==> config.mk <==
export PLATFORM = sky130hd
export DESIGN_NAME = byte_fifo_port
export DESIGN_NICKNAME = d
export VERILOG_FILES = /design/src/rtl/bfp_pkg.sv /design/src/rtl/bfp_byte_queue.sv /design/src/rtl/bfp_strobe_sync.sv /design/src/rtl/bfp_clk_out.sv /design/src/rtl/byte_fifo_port.sv
export SDC_FILE = /design/constraint.sdc
export NUM_CORES = 1
export LEC_CHECK = 0
export BUFFER_PORTS_ARGS = -buffer_cell sky130_fd_sc_hd__buf_2
export CAP_MARGIN = 20
export CORE_AREA = 3 3 175 245
export DETAILED_ROUTE_END_ITERATION = 6
export DIE_AREA = 0 0 178 248
export SETUP_SLACK_MARGIN = 0.5
export SYNTH_ARGS = -nofsm -noshare
export SYNTH_HDL_FRONTEND = slang
export SYNTH_SLANG_ARGS = --single-unit
==> constraint.sdc <==
create_clock -name clk -period 3.2 [get_ports clk]
set_clock_uncertainty 0.1 [all_clocks]
set_input_delay 0.64 -clock clk [delete_from_list [all_inputs] [get_ports clk]]
set_output_delay 0.64 -clock clk [all_outputs]
set_load 0.05 [all_outputs]
==> src/rtl/bfp_pkg.sv <==
package bfp_pkg;

    // Transfer mode chosen by the sync_mode pin.
    typedef enum logic {
        XM_STROBE  = 1'b0,
        XM_CLOCKED = 1'b1
    } xfer_mode_e;

    // Edge events produced by the strobe synchroniser.
    typedef struct packed {
        logic fell;
        logic rose;
    } edge_evt_t;

endpackage

==> src/rtl/bfp_byte_queue.sv <==
module bfp_byte_queue #(
    parameter int WIDTH = 8,
    parameter int DEPTH = 16
) (
    input  logic             clk,
    input  logic             rst_n,
    input  logic             push,
    input  logic [WIDTH-1:0] din,
    input  logic             pop,
    output logic [WIDTH-1:0] head,
    output logic             empty,
    output logic             full
);
    localparam int AW    = (DEPTH > 1) ? $clog2(DEPTH) : 1;
    localparam int CNT_W = $clog2(DEPTH + 1);

    typedef struct packed {
        logic [DEPTH-1:0][WIDTH-1:0] mem;
        logic [AW-1:0]               wp;
        logic [AW-1:0]               rp;
        logic [CNT_W-1:0]            cnt;
    } q_state_t;

    q_state_t st_q, st_d;
    logic     do_push, do_pop;

    function automatic logic [AW-1:0] wrap_inc(input logic [AW-1:0] p);
        return (p == AW'(DEPTH - 1)) ? '0 : p + 1'b1;
    endfunction

    always_comb begin
        st_d    = st_q;
        do_push = push && (st_q.cnt != CNT_W'(DEPTH));
        do_pop  = pop && (st_q.cnt != '0);
        if (do_push) begin
            st_d.mem[st_q.wp] = din;
            st_d.wp           = wrap_inc(st_q.wp);
        end
        if (do_pop) begin
            st_d.rp = wrap_inc(st_q.rp);
        end
        case ({do_push, do_pop})
            2'b10:   st_d.cnt = st_q.cnt + 1'b1;
            2'b01:   st_d.cnt = st_q.cnt - 1'b1;
            default: st_d.cnt = st_q.cnt;
        endcase
    end

    always_ff @(posedge clk or negedge rst_n) begin
        if (!rst_n) st_q <= '0;
        else        st_q <= st_d;
    end

    assign head  = st_q.mem[st_q.rp];
    assign empty = (st_q.cnt == '0);
    assign full  = (st_q.cnt == CNT_W'(DEPTH));

endmodule

==> src/rtl/bfp_strobe_sync.sv <==
module bfp_strobe_sync
    import bfp_pkg::*;
#(
    parameter int STAGES = 2
) (
    input  logic      clk,
    input  logic      rst_n,
    input  logic      strobe_n,
    output edge_evt_t evt
);
    typedef struct packed {
        logic [STAGES-1:0] chain;
        logic              prev;
    } sync_state_t;

    sync_state_t st_q, st_d;
    logic        settled;

    always_comb begin
        st_d       = st_q;
        st_d.chain = {st_q.chain[STAGES-2:0], strobe_n};
        st_d.prev  = st_q.chain[STAGES-1];
    end

    // Idle level of an active-low strobe is high.
    always_ff @(posedge clk or negedge rst_n) begin
        if (!rst_n) st_q <= '1;
        else        st_q <= st_d;
    end

    assign settled  = st_q.chain[STAGES-1];
    assign evt.fell = st_q.prev & ~settled;
    assign evt.rose = ~st_q.prev & settled;

endmodule

==> src/rtl/bfp_clk_out.sv <==
module bfp_clk_out (
    input  logic clk,
    input  logic rst_n,
    input  logic enable,
    output logic ext_clk,
    output logic rise_tick
);
    typedef struct packed {
        logic level;
    } co_state_t;

    co_state_t st_q, st_d;

    always_comb begin
        st_d.level = enable ? ~st_q.level : 1'b0;
    end

    always_ff @(posedge clk or negedge rst_n) begin
        if (!rst_n) st_q <= '0;
        else        st_q <= st_d;
    end

    assign ext_clk   = st_q.level;
    // The external clock rises at the end of this cycle.
    assign rise_tick = enable & ~st_q.level;

endmodule

==> src/rtl/byte_fifo_port.sv <==
module byte_fifo_port
    import bfp_pkg::*;
#(
    parameter int DATA_W      = 8,
    parameter int DEPTH       = 16,
    parameter int SYNC_STAGES = 2,
    parameter int RX_GAP      = 2
) (
    input  logic              clk,
    input  logic              rst_n,
    input  logic              sync_mode,
    input  logic              ext_rd_n,
    input  logic              ext_wr_n,
    input  logic              ext_oe_n,
    input  logic [DATA_W-1:0] bus_in,
    output logic [DATA_W-1:0] bus_out,
    output logic              bus_en,
    output logic              rxf_n,
    output logic              txe_n,
    output logic              ext_clk,
    input  logic              rx_push,
    input  logic [DATA_W-1:0] rx_wdata,
    output logic              rx_full,
    input  logic              tx_pop,
    output logic [DATA_W-1:0] tx_rdata,
    output logic              tx_empty
);
    localparam int GAP_W = $clog2(RX_GAP + 1);

    typedef struct packed {
        logic             rd_busy;
        logic             wr_busy;
        logic [GAP_W-1:0] gap;
    } ctl_state_t;

    ctl_state_t  ctl_q, ctl_d;
    xfer_mode_e  mode;
    edge_evt_t   rd_evt, wr_evt;
    logic        tick;
    logic        rx_empty_w, tx_full_w;
    logic        rx_pop_w, tx_push_w;
    logic        strobe_rxf_n;

    assign mode = xfer_mode_e'(sync_mode);

    bfp_strobe_sync #(.STAGES(SYNC_STAGES)) u_rd_sync (
        .clk      (clk),
        .rst_n    (rst_n),
        .strobe_n (ext_rd_n),
        .evt      (rd_evt)
    );

    bfp_strobe_sync #(.STAGES(SYNC_STAGES)) u_wr_sync (
        .clk      (clk),
        .rst_n    (rst_n),
        .strobe_n (ext_wr_n),
        .evt      (wr_evt)
    );

    bfp_clk_out u_clk_out (
        .clk       (clk),
        .rst_n     (rst_n),
        .enable    (mode == XM_CLOCKED),
        .ext_clk   (ext_clk),
        .rise_tick (tick)
    );

    // Receive queue: local side pushes, external side reads.
    bfp_byte_queue #(.WIDTH(DATA_W), .DEPTH(DEPTH)) u_rx_q (
        .clk   (clk),
        .rst_n (rst_n),
        .push  (rx_push),
        .din   (rx_wdata),
        .pop   (rx_pop_w),
        .head  (bus_out),
        .empty (rx_empty_w),
        .full  (rx_full)
    );

    // Transmit queue: external side writes, local side pops.
    bfp_byte_queue #(.WIDTH(DATA_W), .DEPTH(DEPTH)) u_tx_q (
        .clk   (clk),
        .rst_n (rst_n),
        .push  (tx_push_w),
        .din   (bus_in),
        .pop   (tx_pop),
        .head  (tx_rdata),
        .empty (tx_empty),
        .full  (tx_full_w)
    );

    // Read flag as seen in strobe mode: blocked during a read and its gap.
    assign strobe_rxf_n = rx_empty_w | ctl_q.rd_busy | (ctl_q.gap != '0);

    always_comb begin
        ctl_d     = ctl_q;
        rx_pop_w  = 1'b0;
        tx_push_w = 1'b0;
        if (mode == XM_CLOCKED) begin
            ctl_d     = '0;
            rx_pop_w  = tick & ~ext_rd_n & ~rx_empty_w;
            tx_push_w = tick & ~ext_wr_n & ~tx_full_w;
        end else begin
            if (ctl_q.gap != '0) begin
                ctl_d.gap = ctl_q.gap - 1'b1;
            end
            // Read: accepted only when the flag was active at the fall.
            if (rd_evt.fell && !strobe_rxf_n) begin
                ctl_d.rd_busy = 1'b1;
            end else if (rd_evt.rose && ctl_q.rd_busy) begin
                ctl_d.rd_busy = 1'b0;
                ctl_d.gap     = GAP_W'(RX_GAP);
                rx_pop_w      = 1'b1;
            end
            // Write: byte taken at the fall, flag held until the rise.
            if (wr_evt.fell) begin
                ctl_d.wr_busy = 1'b1;
                tx_push_w     = ~tx_full_w;
            end else if (wr_evt.rose) begin
                ctl_d.wr_busy = 1'b0;
            end
        end
    end

    always_ff @(posedge clk or negedge rst_n) begin
        if (!rst_n) ctl_q <= '0;
        else        ctl_q <= ctl_d;
    end

    always_comb begin
        if (mode == XM_CLOCKED) begin
            rxf_n  = rx_empty_w;
            txe_n  = tx_full_w;
            bus_en = ~ext_oe_n;
        end else begin
            rxf_n  = strobe_rxf_n;
            txe_n  = tx_full_w | ctl_q.wr_busy;
            bus_en = ctl_q.rd_busy;
        end
    end

endmodule

# Word-level counts from Yosys, hierarchy flattened
# Cells that the tools add are included.
# W data, S select, Z words.
[op_classes]
addsub = 9
n_lt_le_gt_ge = 6
n_eq_ne = 12
n_mux = 33
n_bitwise = 22
n_reduce_logical = 18
[ops]
columns = ["cell", "n"]
rows = [
  ["$bwmux W128", 2],
  ["$bmux W8 S4", 2],
  ["$demux W8 S4", 2],
  ["$mux W8", 4],
  ["$lt A4 B5 Y1 const B", 4],
  ["$mux W4", 5],
  ["$pmux W5 S2", 2],
  ["$add A4 B1 Y4 const B", 4],
  ["$eq A4 B4 Y1 const B", 4],
  ["$mux W1", 13],
  ["$add A5 B1 Y5 const B", 2],
  ["$eq A5 B5 Y1 const B", 2],
  ["$logic_not A5 Y1", 2],
  ["$ne A5 B5 Y1 const B", 2],
  ["$not A1 Y1", 10],
  ["$reduce_bool A5 Y1", 2],
  ["$sub A5 B1 Y5 const B", 2],
  ["$and A1 B1 Y1", 9],
  ["$ge A4 B1 Y1 const B", 2],
  ["$logic_and A1 B1 Y1", 8],
  ["$mux W2", 3],
  ["$reduce_bool A2 Y1", 3],
  ["$reduce_bool A3 Y1", 2],
  ["$eq A2 B1 Y1 const B", 2],
  ["other kinds (4)", 7],
]
[word_totals]
register_bits = 293
out_inout_bits = 22
elab_cells = 146

# Depth between registers and ports, before layout
# Gate-level depths: netlist of the first run.
[depth]
depth_word = 10
depth_mapped = 14
ltp_nobuf = 12

# Modules after synthesis
# A second synthesis of the first run with hierarchy kept.
[unflattened]
cells_unflattened = 1001
area_unflattened_um2 = 14212.4
[modules_own_cells]
columns = ["mod", "instances", "cells_each", "area_each_um2"]
rows = [
  ["bfp_byte_queue", 2, 481, 6872.8],
  ["byte_fifo_port", 1, 27, 240.2],
  ["bfp_strobe_sync", 2, 5, 93.8],
  ["bfp_clk_out", 1, 2, 38.8],
]

# Least setup slack after synthesis of the first run
# OpenSTA, ideal clock, no wires.
[synth_timing]
kind = "flip-flop to flip-flop"
start = "register u_clk_out.st_q, in the netlist u_clk_out.ext_clk"
end = "register u_tx_q.st_q[4] in the netlist's numbering"
t_arrival_ns = 2.865
t_required_ns = 2.977
path_slack_ns = 0.112
stages_incl_launch_ff = 15
synth_period_minus_slack_ns = 3.088
cell_sequence = "dfrtp_1 > nand2b_1 > o22ai_2 > and2_4 > buf_8 > buf_6 > inv_1 > ha_1 > inv_1 > fa_1 > nor2b_1 > o21ai_0 > nand3_1 > or3b_2 > xnor2_1"
[synth_via]
elab_chain_cells = 8
word_cells_on_any_way = 10
cone_classes = "2 x eq/ne; 2 x mux; 4 x bitwise; 2 x reduce/logical"
[synth_rtl]
columns = ["item", "line", "rtl"]
rows = [
  ["start: declaration", "bfp_clk_out.sv:12", "co_state_t st_q, st_d;"],
  ["start signal: assignment", "bfp_clk_out.sv:20", "else st_q <= st_d;"],
  ["$not A1 Y1 *", "bfp_clk_out.sv:25", "assign rise_tick = enable & ~st_q.level;"],
  ["$and A1 B1 Y1 *", "bfp_clk_out.sv:25", ""],
  ["$and A1 B1 Y1 * (2 in series)", "byte_fifo_port.sv:102", "tx_push_w = tick & ~ext_wr_n & ~tx_full_w;"],
  ["$mux W1 *", "byte_fifo_port.sv:99", "if (mode == XM_CLOCKED) begin"],
  ["$logic_and A1 B1 Y1 *", "bfp_byte_queue.sv:33", "do_push = push && (st_q.cnt != CNT_W'(DEPTH));"],
  ["$eq A2 B1 Y1 or $eq A2 B2 Y1 (tied branches)", "bfp_byte_queue.sv:42", "case ({do_push, do_pop})"],
  ["$pmux W5 S2 or $reduce_bool A2 Y1 (tied branches)", "n/a", ""],
  ["end signal: assignment", "bfp_byte_queue.sv:51", "else st_q <= st_d;"],
  ["end: declaration", "bfp_byte_queue.sv:24", "q_state_t st_q, st_d;"],
]
# Mark *: on every way between the ends. The rest lies on a longest branch, timed or not.
# A chain may end at the register's enable or synchronous reset.

# Final worst setup path of the first run
[layout_timing]
start = "register u_rx_q.st_q[5] in the netlist's numbering"
end = "output bus_out[6]"
[layout_via]
elab_chain_cells = 2
[layout_rtl]
columns = ["item", "line", "rtl"]
rows = [
  ["start: declaration", "bfp_byte_queue.sv:24", ""],
  ["start signal: assignment", "bfp_byte_queue.sv:51", ""],
  ["$bmux W8 S4", "bfp_byte_queue.sv:54", "assign head = st_q.mem[st_q.rp];"],
  ["$mux W8 (implied by the code)", "bfp_byte_queue.sv:54", ""],
  ["end: declaration", "byte_fifo_port.sv:16", "output logic [DATA_W-1:0] bus_out,"],
]
# Every way passes these cells. The select of a mux whose other input is x is not followed.

==> results.sh, run 1 <==
export IMPL_portBuffers=45
export IMPL_dpl_cell_count=1537
export IMPL_drive_above_1_share_pct=51.66
export IMPL_grt_usage_pct=14.08
export IMPL_drt_iter0_markers=436
export IMPL_die_area_um2=44140
export IMPL_maxCapViolations=0
export IMPL_pwr_share_comb_pct=46.1
export IMPL_critPathMaxFanout=5
export IMPL_end_kind="output pin"
export IMPL_fin_crit_sh_pct=95.46
export IMPL_grt_pass1_vias=8712
export IMPL_clk_pin_slew_ns=0.06
export IMPL_r2r_cells=9
export IMPL_cts_tree="done"
export IMPL_die_w_um=178
export IMPL_nets=1107
export IMPL_fin_tns_setup_ns=0
export IMPL_whs_endpoint="u_rd_sync.st_d[2]$_DFF_PN1_"
export IMPL_r2r_end="u_tx_q.st_q[4]$_DFFE_PN0P_"
export IMPL_async_flop_share_pct=100.0
export IMPL_relSlewSlack_pct=46.71
export IMPL_fillers=3773
export IMPL_switching_power_mw=6.677
export IMPL_seq_area_frac_synth_pct=51.78
export IMPL_grt_pass1_wl_um=49740
export IMPL_synth_edf_count=0
export IMPL_dp_final_hpwl_um=20220
export IMPL_wl_per_cell_um=19.02
export IMPL_power_frac_seq_pct=34.5
export IMPL_intPower_mw=11.66
export IMPL_clockPowerShare_pct=19.4
export IMPL_power_density_nw_per_um2=1086
export IMPL_holdCritStartpoint="ext_rd_n"
export IMPL_ir_worst_vdd_mv=0.5930
export IMPL_start_util_pct=34.51
export IMPL_r2r_setup_slack_ns=0.53
export IMPL_ioPinCount=46
export IMPL_antenna_found_initial=1
export IMPL_startpoint_type="register"
export IMPL_gp_congestion=0.7496
export IMPL_vias=8261
export IMPL_final_cell_mix="281 x dfrtp_1, 219 x mux2_2, 48 x mux2_4"
export IMPL_die_h_um=248
export IMPL_synth_ff_type="dfrtp_1"
export IMPL_core_um2=41070
export IMPL_whs_path_depth=1
export IMPL_grt_ovfl_total=0
export IMPL_rsz0062_at_grt="yes"
export IMPL_syn_num_nets=1034
export IMPL_finalNonFillerCells=1627
export IMPL_p_sw_share_pct=36.41
export IMPL_synthCells=990
export IMPL_outcome="complete, no violations"
export IMPL_root_buffer="clkbuf_16"
export IMPL_crit_start="u_rx_q.st_q[5]$_DFFE_PN0P_"
export IMPL_hp_class="in2reg"
export IMPL_mostFrequentLayoutCell="dfrtp_1"
export IMPL_grt_max_degree=79
export IMPL_areaGrowthSynthToFinish_pct=19.14
export IMPL_dr_pass1_iters=4
export IMPL_ctsHtreeMaxLevel=1
export IMPL_worst_skew_pair_late_latency_ns=0.57
export IMPL_ys_warn_count=0
export IMPL_setup_viol=0
export IMPL_ctsLongestPathBuffers=3
export IMPL_syn_avg_cell_area_um2=14.32
export IMPL_fmax_mhz=327.3
export IMPL_finalHoldViolCount=0
export IMPL_via_per_inst=5.077
export IMPL_synth_cell_area_um2=14170
export IMPL_drt_antenna_violating_nets=0
export IMPL_power_mw=18.34
export IMPL_path_class="reg2out"
export IMPL_final_min_clock_period_ns=3.055
export IMPL_ys_types=52
export IMPL_cts_buffers=30
export IMPL_cts_sinks=293
export IMPL_crit_arrival_ns=2.31
export IMPL_wl_um=30940
export IMPL_worst_pin_slew_ns=0.7977
export IMPL_reg2reg_from="u_tx_q.st_q[1]$_DFFE_PN0P_"
export IMPL_ys_seq_elements=293
export IMPL_p_leak_nw=7.579
export IMPL_drc=0
export IMPL_required_ns=2.46
export IMPL_slew_violations=0
export IMPL_num_rows=88
## Yosys cell counts, types with 3 or more instances
cell	n	area (um^2)
buf_4	4	30.03
ha_1	18	225.2
buf_2	15	75.07
o21ai_0	49	245.2
a221oi_1	16	140.1
a21o_1	4	30.03
clkbuf_1	31	116.4
nand2_1	38	142.6
mux2_2	219	2466
dfstp_2	6	157.7
a22oi_1	17	127.6
mux2i_1	48	480.5
buf_1	6	22.52
buf_6	3	33.78
mux4_2	32	720.7
nor2b_1	8	50.05
inv_1	18	67.56
nand3_4	13	227.7
a21oi_1	27	135.1
dfrtp_1	287	7182
xor2_1	4	35.03
and2_1	5	31.28
mux2_1	8	90.09
xnor2_1	9	78.83
nand3_2	15	150.1
nand2b_1	4	25.02
nor2_1	6	22.52
mux2_4	48	720.7
nand3_1	3	15.01
## what timing repair did
item | 4_1_cts | 5_1_grt
hold buffers | 1 | 0
buffers inserted | 12 | 14
endpoints found under the setup margin | 20 | 21
pin swaps | 4 | 28
gates resized for setup | 27 | 101
gates cloned | 1 | 6
hold endpoints to repair | 45 | 0
## layer usage
| layer | vias up | routed length (um) | track usage, % |
|---|---|---|---|
| li1 | 3802 | - | - |
| met1 | 4340 | 13110 | 17.83 |
| met2 | 81 | 16570 | 25.32 |
| met3 | 38 | 754 | 1.898 |
| met4 | 0 | 504 | 3.421 |
| met5 | - | 0 | 0 |
## area by class of cell
class                      count  area [um^2]  share of cell area (%)
tap                          540        675.6                   4.001
antenna                        1        2.502                 0.01482
multi-input combinational    618         6768                   40.08
inverter                      18        75.07                  0.4446
clock buffer                  46        890.9                   5.276
clock inverter                 9        116.4                  0.6891
sequential                   293         7350                   43.52
timing repair buffer         102         1008                   5.972
## worst max-delay path by stage
stage	end	slack, ns
2_1_floorplan	u_tx_q.st_q[4]$_DFFE_PN0P_	0.43
3_3_place_gp	u_rx_q.st_q[4]$_DFFE_PN0P_	0.18
3_5_place_dp	u_rx_q.st_q[4]$_DFFE_PN0P_	0.16
4_1_cts	tx_rdata[7]	0.08
5_1_grt	bus_out[3]	0.07
6_report	bus_out[6]	0.15
## kinds of logic after synthesis
group                      share of synthesized area [%]
and+or+nand+nor                                    5.765
AOI/OAI and AO/OA                                  5.500
xor gates and xnor gates                          0.8033
adders and majority gates                          1.872
muxes                                              31.59
buffers and inverters                              2.684
DFF                                                51.78
## metrics by stage
| step | hold slack (ns) | setup slack, ns | cell area (um^2) | util (%) |
|---|---|---|---|---|
| 3_5_place_dp | 0.2519 | 0.1644 | 15070 | 36.70 |
| 4_1_cts | 0.06510 | 0.07987 | 16310 | 39.71 |
| 6_report | 0.09896 | 0.1451 | 16890 | 41.12 |
| 5_1_grt | 0.07270 | 0.06826 | 16890 | 41.12 |
| 2_1_floorplan | 0.2444 | 0.4328 | 14240 | - |
| 3_3_place_gp | 0.2467 | 0.1823 | 15070 | 36.70 |
## registers in the layout (all words and copies together) (netlist names)
| signal | cells |
|---|---|
| u_rd_sync.st_q | 1 |
| u_wr_sync.st_q | 1 |
| ctl_q | 4 |
| u_rd_sync.st_d | 1 |
| u_rx_q.st_q | 141 |
| u_rd_sync.settled | 1 |
| u_wr_sync.settled | 1 |
| u_wr_sync.st_d | 1 |
| u_clk_out.ext_clk | 1 |
| u_tx_q.st_q | 141 |
## worst max-delay path, cell delays in order (launching register included)
cell and delay, ns:
dfrtp_2 0.46, buf_6 0.17, clkbuf_16 0.16, mux4_2 0.51, a22oi_1 0.18, nand2_1 0.11
buf_6 0.17
## power by group through the flow
| stage | logic [mW] | registers (mW) | clock network [mW] |
|---|---|---|---|
| final | 8.45 | 6.33 | 3.56 |
| after global routing | 9.11 | 6.52 | 3.83 |
| after CTS | 7.51 | 6.30 | 3.67 |
| after detailed placement | 7.09 | 6.37 | 0 |
| after global placement | 6.96 | 6.29 | 0 |
| after floorplan | 5.78 | 5.94 | 0 |
(Power assumes the default switching activity.)
==> inputs of run 2 (changes only) <==
Settings changed: CORE_AREA 3 3 175 245 to 3 3 206 208, DIE_AREA 0 0 178 248 to 0 0 209 211.
==> results.sh, run 2 (synthesis gave the netlist of run 1 again) <==
export IMPL_outcome="finished, violations left"
export IMPL_violations="hold timing"
export IMPL_path_cells="buf_12, buf_12, buf_8, mux2i_2, a221oi_2, a22oi_1, nand2_1, buf_6"
export IMPL_vias=8475
export IMPL_ir_worst_vdd_mv=0.7544
export IMPL_cts_buffers=35
export IMPL_grt_max_degree=80
export IMPL_holdBufCountCts=0
export IMPL_final_min_clock_period_ns=3.003
export IMPL_root_buffer="clkbuf_16"
export IMPL_cp_common_cell="buf_12"
export IMPL_setup_viol=0
export IMPL_startpoint_type="register"
export IMPL_p_sw_share_pct=36.89
export IMPL_drc=0
export IMPL_gp_congestion=0.7250
export IMPL_clk_pin_slew_ns=0.05
export IMPL_power_density_nw_per_um2=1110
export IMPL_finalHoldViolCount=8
export IMPL_grt_usage_pct=15.05
export IMPL_dr_pass1_iters=4
export IMPL_p_leak_nw=7.642
export IMPL_wl_um=33220
export IMPL_maxCapViolations=0
export IMPL_top_regs="u_rx_q.st_q x141, u_tx_q.st_q x141, ctl_q x4"
export IMPL_required_ns=2.46
export IMPL_fillers=3764
export IMPL_antenna_cells=0
export IMPL_preCtsSetupSlack_ns=0.2713
export IMPL_grt_pass1_vias=8745
export IMPL_fin_crit_sh_pct=93.83
export IMPL_worst_skew_pair_late_latency_ns=0.54
export IMPL_ioPinCount=46
export IMPL_end_kind="output pin"
export IMPL_slew_violations=0
export IMPL_via_per_inst=5.228
export IMPL_hp_class="in2async"
export IMPL_whs_ns=-0.01707
export IMPL_antenna_found_initial=0
export IMPL_grt_pass1_wl_um=52110
export IMPL_areaGrowthSynthToFinish_pct=20.20
export IMPL_rsz0062_at_grt="yes"
export IMPL_slowest_stage="dfrtp_2"
export IMPL_power_mw=18.90
export IMPL_path_class="reg2out"
export IMPL_relSlewSlack_pct=46.89
export IMPL_intPower_mw=11.93
export IMPL_switching_power_mw=6.974
export IMPL_start_util_pct=34.79
export IMPL_layout_setup_ws_ns=0.1974
export IMPL_dp_final_hpwl_um=20420
export IMPL_die_h_um=211
export IMPL_critPathMaxFanout=7
export IMPL_portBuffers=45
export IMPL_pwr_share_comb_pct=46.2
export IMPL_ctsLongestPathBuffers=3
export IMPL_drt_iter0_markers=428
export IMPL_worst_pin_slew_ns=0.7951
export IMPL_num_rows=74
export IMPL_wl_per_cell_um=20.50
export IMPL_nets=1109
export IMPL_die_area_um2=44100
export IMPL_cts_sinks=293
export IMPL_slowest_delay_ns=0.41
export IMPL_drt_antenna_violating_nets=0
export IMPL_clockPowerShare_pct=20.2
export IMPL_die_w_um=209
export IMPL_fmax_mhz=333.0
export IMPL_mostFrequentLayoutCell="dfrtp_1"
export IMPL_grt_ovfl_total=0
export IMPL_ctsHtreeMaxLevel=2
export IMPL_cts_tree="done"
export IMPL_final_cell_mix="280 x dfrtp_1, 219 x mux2_2, 48 x mux2_4"
export IMPL_fin_tns_setup_ns=0
export IMPL_drive_above_1_share_pct=52.07
export IMPL_crit_arrival_ns=2.26
export IMPL_power_frac_seq_pct=33.6
export IMPL_core_um2=40740
==> run 2: changes by cell type in the layout (fill, tap and decap cells not counted), moves of 4 or more <==
cell,before,now
o21ai_2,2,8
a21oi_1,23,17
nand2_2,8,2
clkbuf_8,8,4
o21ai_0,28,21
buf_16,1,6
nand2_1,30,36
a22oi_2,12,8
buf_4,40,34
a21oi_2,4,10
a22oi_1,5,9
==> run 2: cell type report <==
| type | count | area, um^2 | share of cell area, % |
|---|---|---|---|
| clock buffer | 51 | 997.2 | 5.853 |
| clock inverter | 10 | 92.59 | 0.5435 |
| inverter | 18 | 72.57 | 0.4260 |
| multi-input combinational | 618 | 6820 | 40.03 |
| sequential | 293 | 7348 | 43.13 |
| tap | 532 | 665.6 | 3.907 |
| timing repair buffer | 99 | 1040 | 6.103 |
==> run 2: timing repair <==
action | 4_1_cts | 5_1_grt
buffers inserted | 13 | 14
gates resized for setup | 82 | 63
pin swaps | 24 | 31
gates cloned | 5 | 2
endpoints found under the setup margin | 20 | 19
==> run 2: per-layer routing <==
layer / routed length (um) / part of all wire (%) / GRT usage (%)
met1: 15530 / 47 / 21.16
met2: 15730 / 47 / 23.86
met3: 1130 / 3.4 / 2.569
met4: 839 / 2.5 / 4.919
met5: 0 / 0 / 0
==> run 2: worst max-delay path: cells and delay by family, from the launching register on <==
kind            cells  cell delay, ns
buf+inv             4            0.60
mux                 1            0.14
compound gates      2            0.42
flops               1            0.41
simple gates        1            0.14
==> run 2: worst paths after layout <==
kind                                                  start                      endpoint  slack, ns  cells after the start
worst min-delay path                                  rst_n  u_tx_q.st_q[105]$_DFFE_PN0P_      -0.02                      1
worst min register to register  u_wr_sync.st_d[2]$_DFF_PN1_   u_wr_sync.settled$_DFF_PN1_       0.25                      0
worst max-delay path             u_rx_q.st_q[5]$_DFFE_PN0P_                    bus_out[1]       0.20                      8
min in group clk                                   ext_wr_n   u_wr_sync.st_d[2]$_DFF_PN1_       0.13                      1
worst max register to register   u_tx_q.st_q[0]$_DFFE_PN0P_    u_tx_q.st_q[4]$_DFFE_PN0P_       0.47                      9
max in group asynchronous                             rst_n   u_tx_q.st_q[75]$_DFFE_PN0P_       2.13                      2
==> run 2: power groups by stage <==
stage                     sequential (mW)  combinational, mW  clock [mW]
after floorplan                      5.94               5.78           0
after global placement               6.28               7.15           0
after detailed placement             6.35               7.25           0
after CTS                            6.31               8.25        3.94
after global routing                 6.54               9.32        4.08
final                                6.35               8.73        3.82
==> run 2: metrics by stage <==
step	cell area (um^2)	instances	util [%]
6_report	17040	1621	41.82
5_1_grt	17040	1621	41.82
4_1_cts	16670	1605	40.92
3_5_place_dp	15070	1526	36.98
3_3_place_gp	15070	1526	36.98
2_1_floorplan	14240	990	-
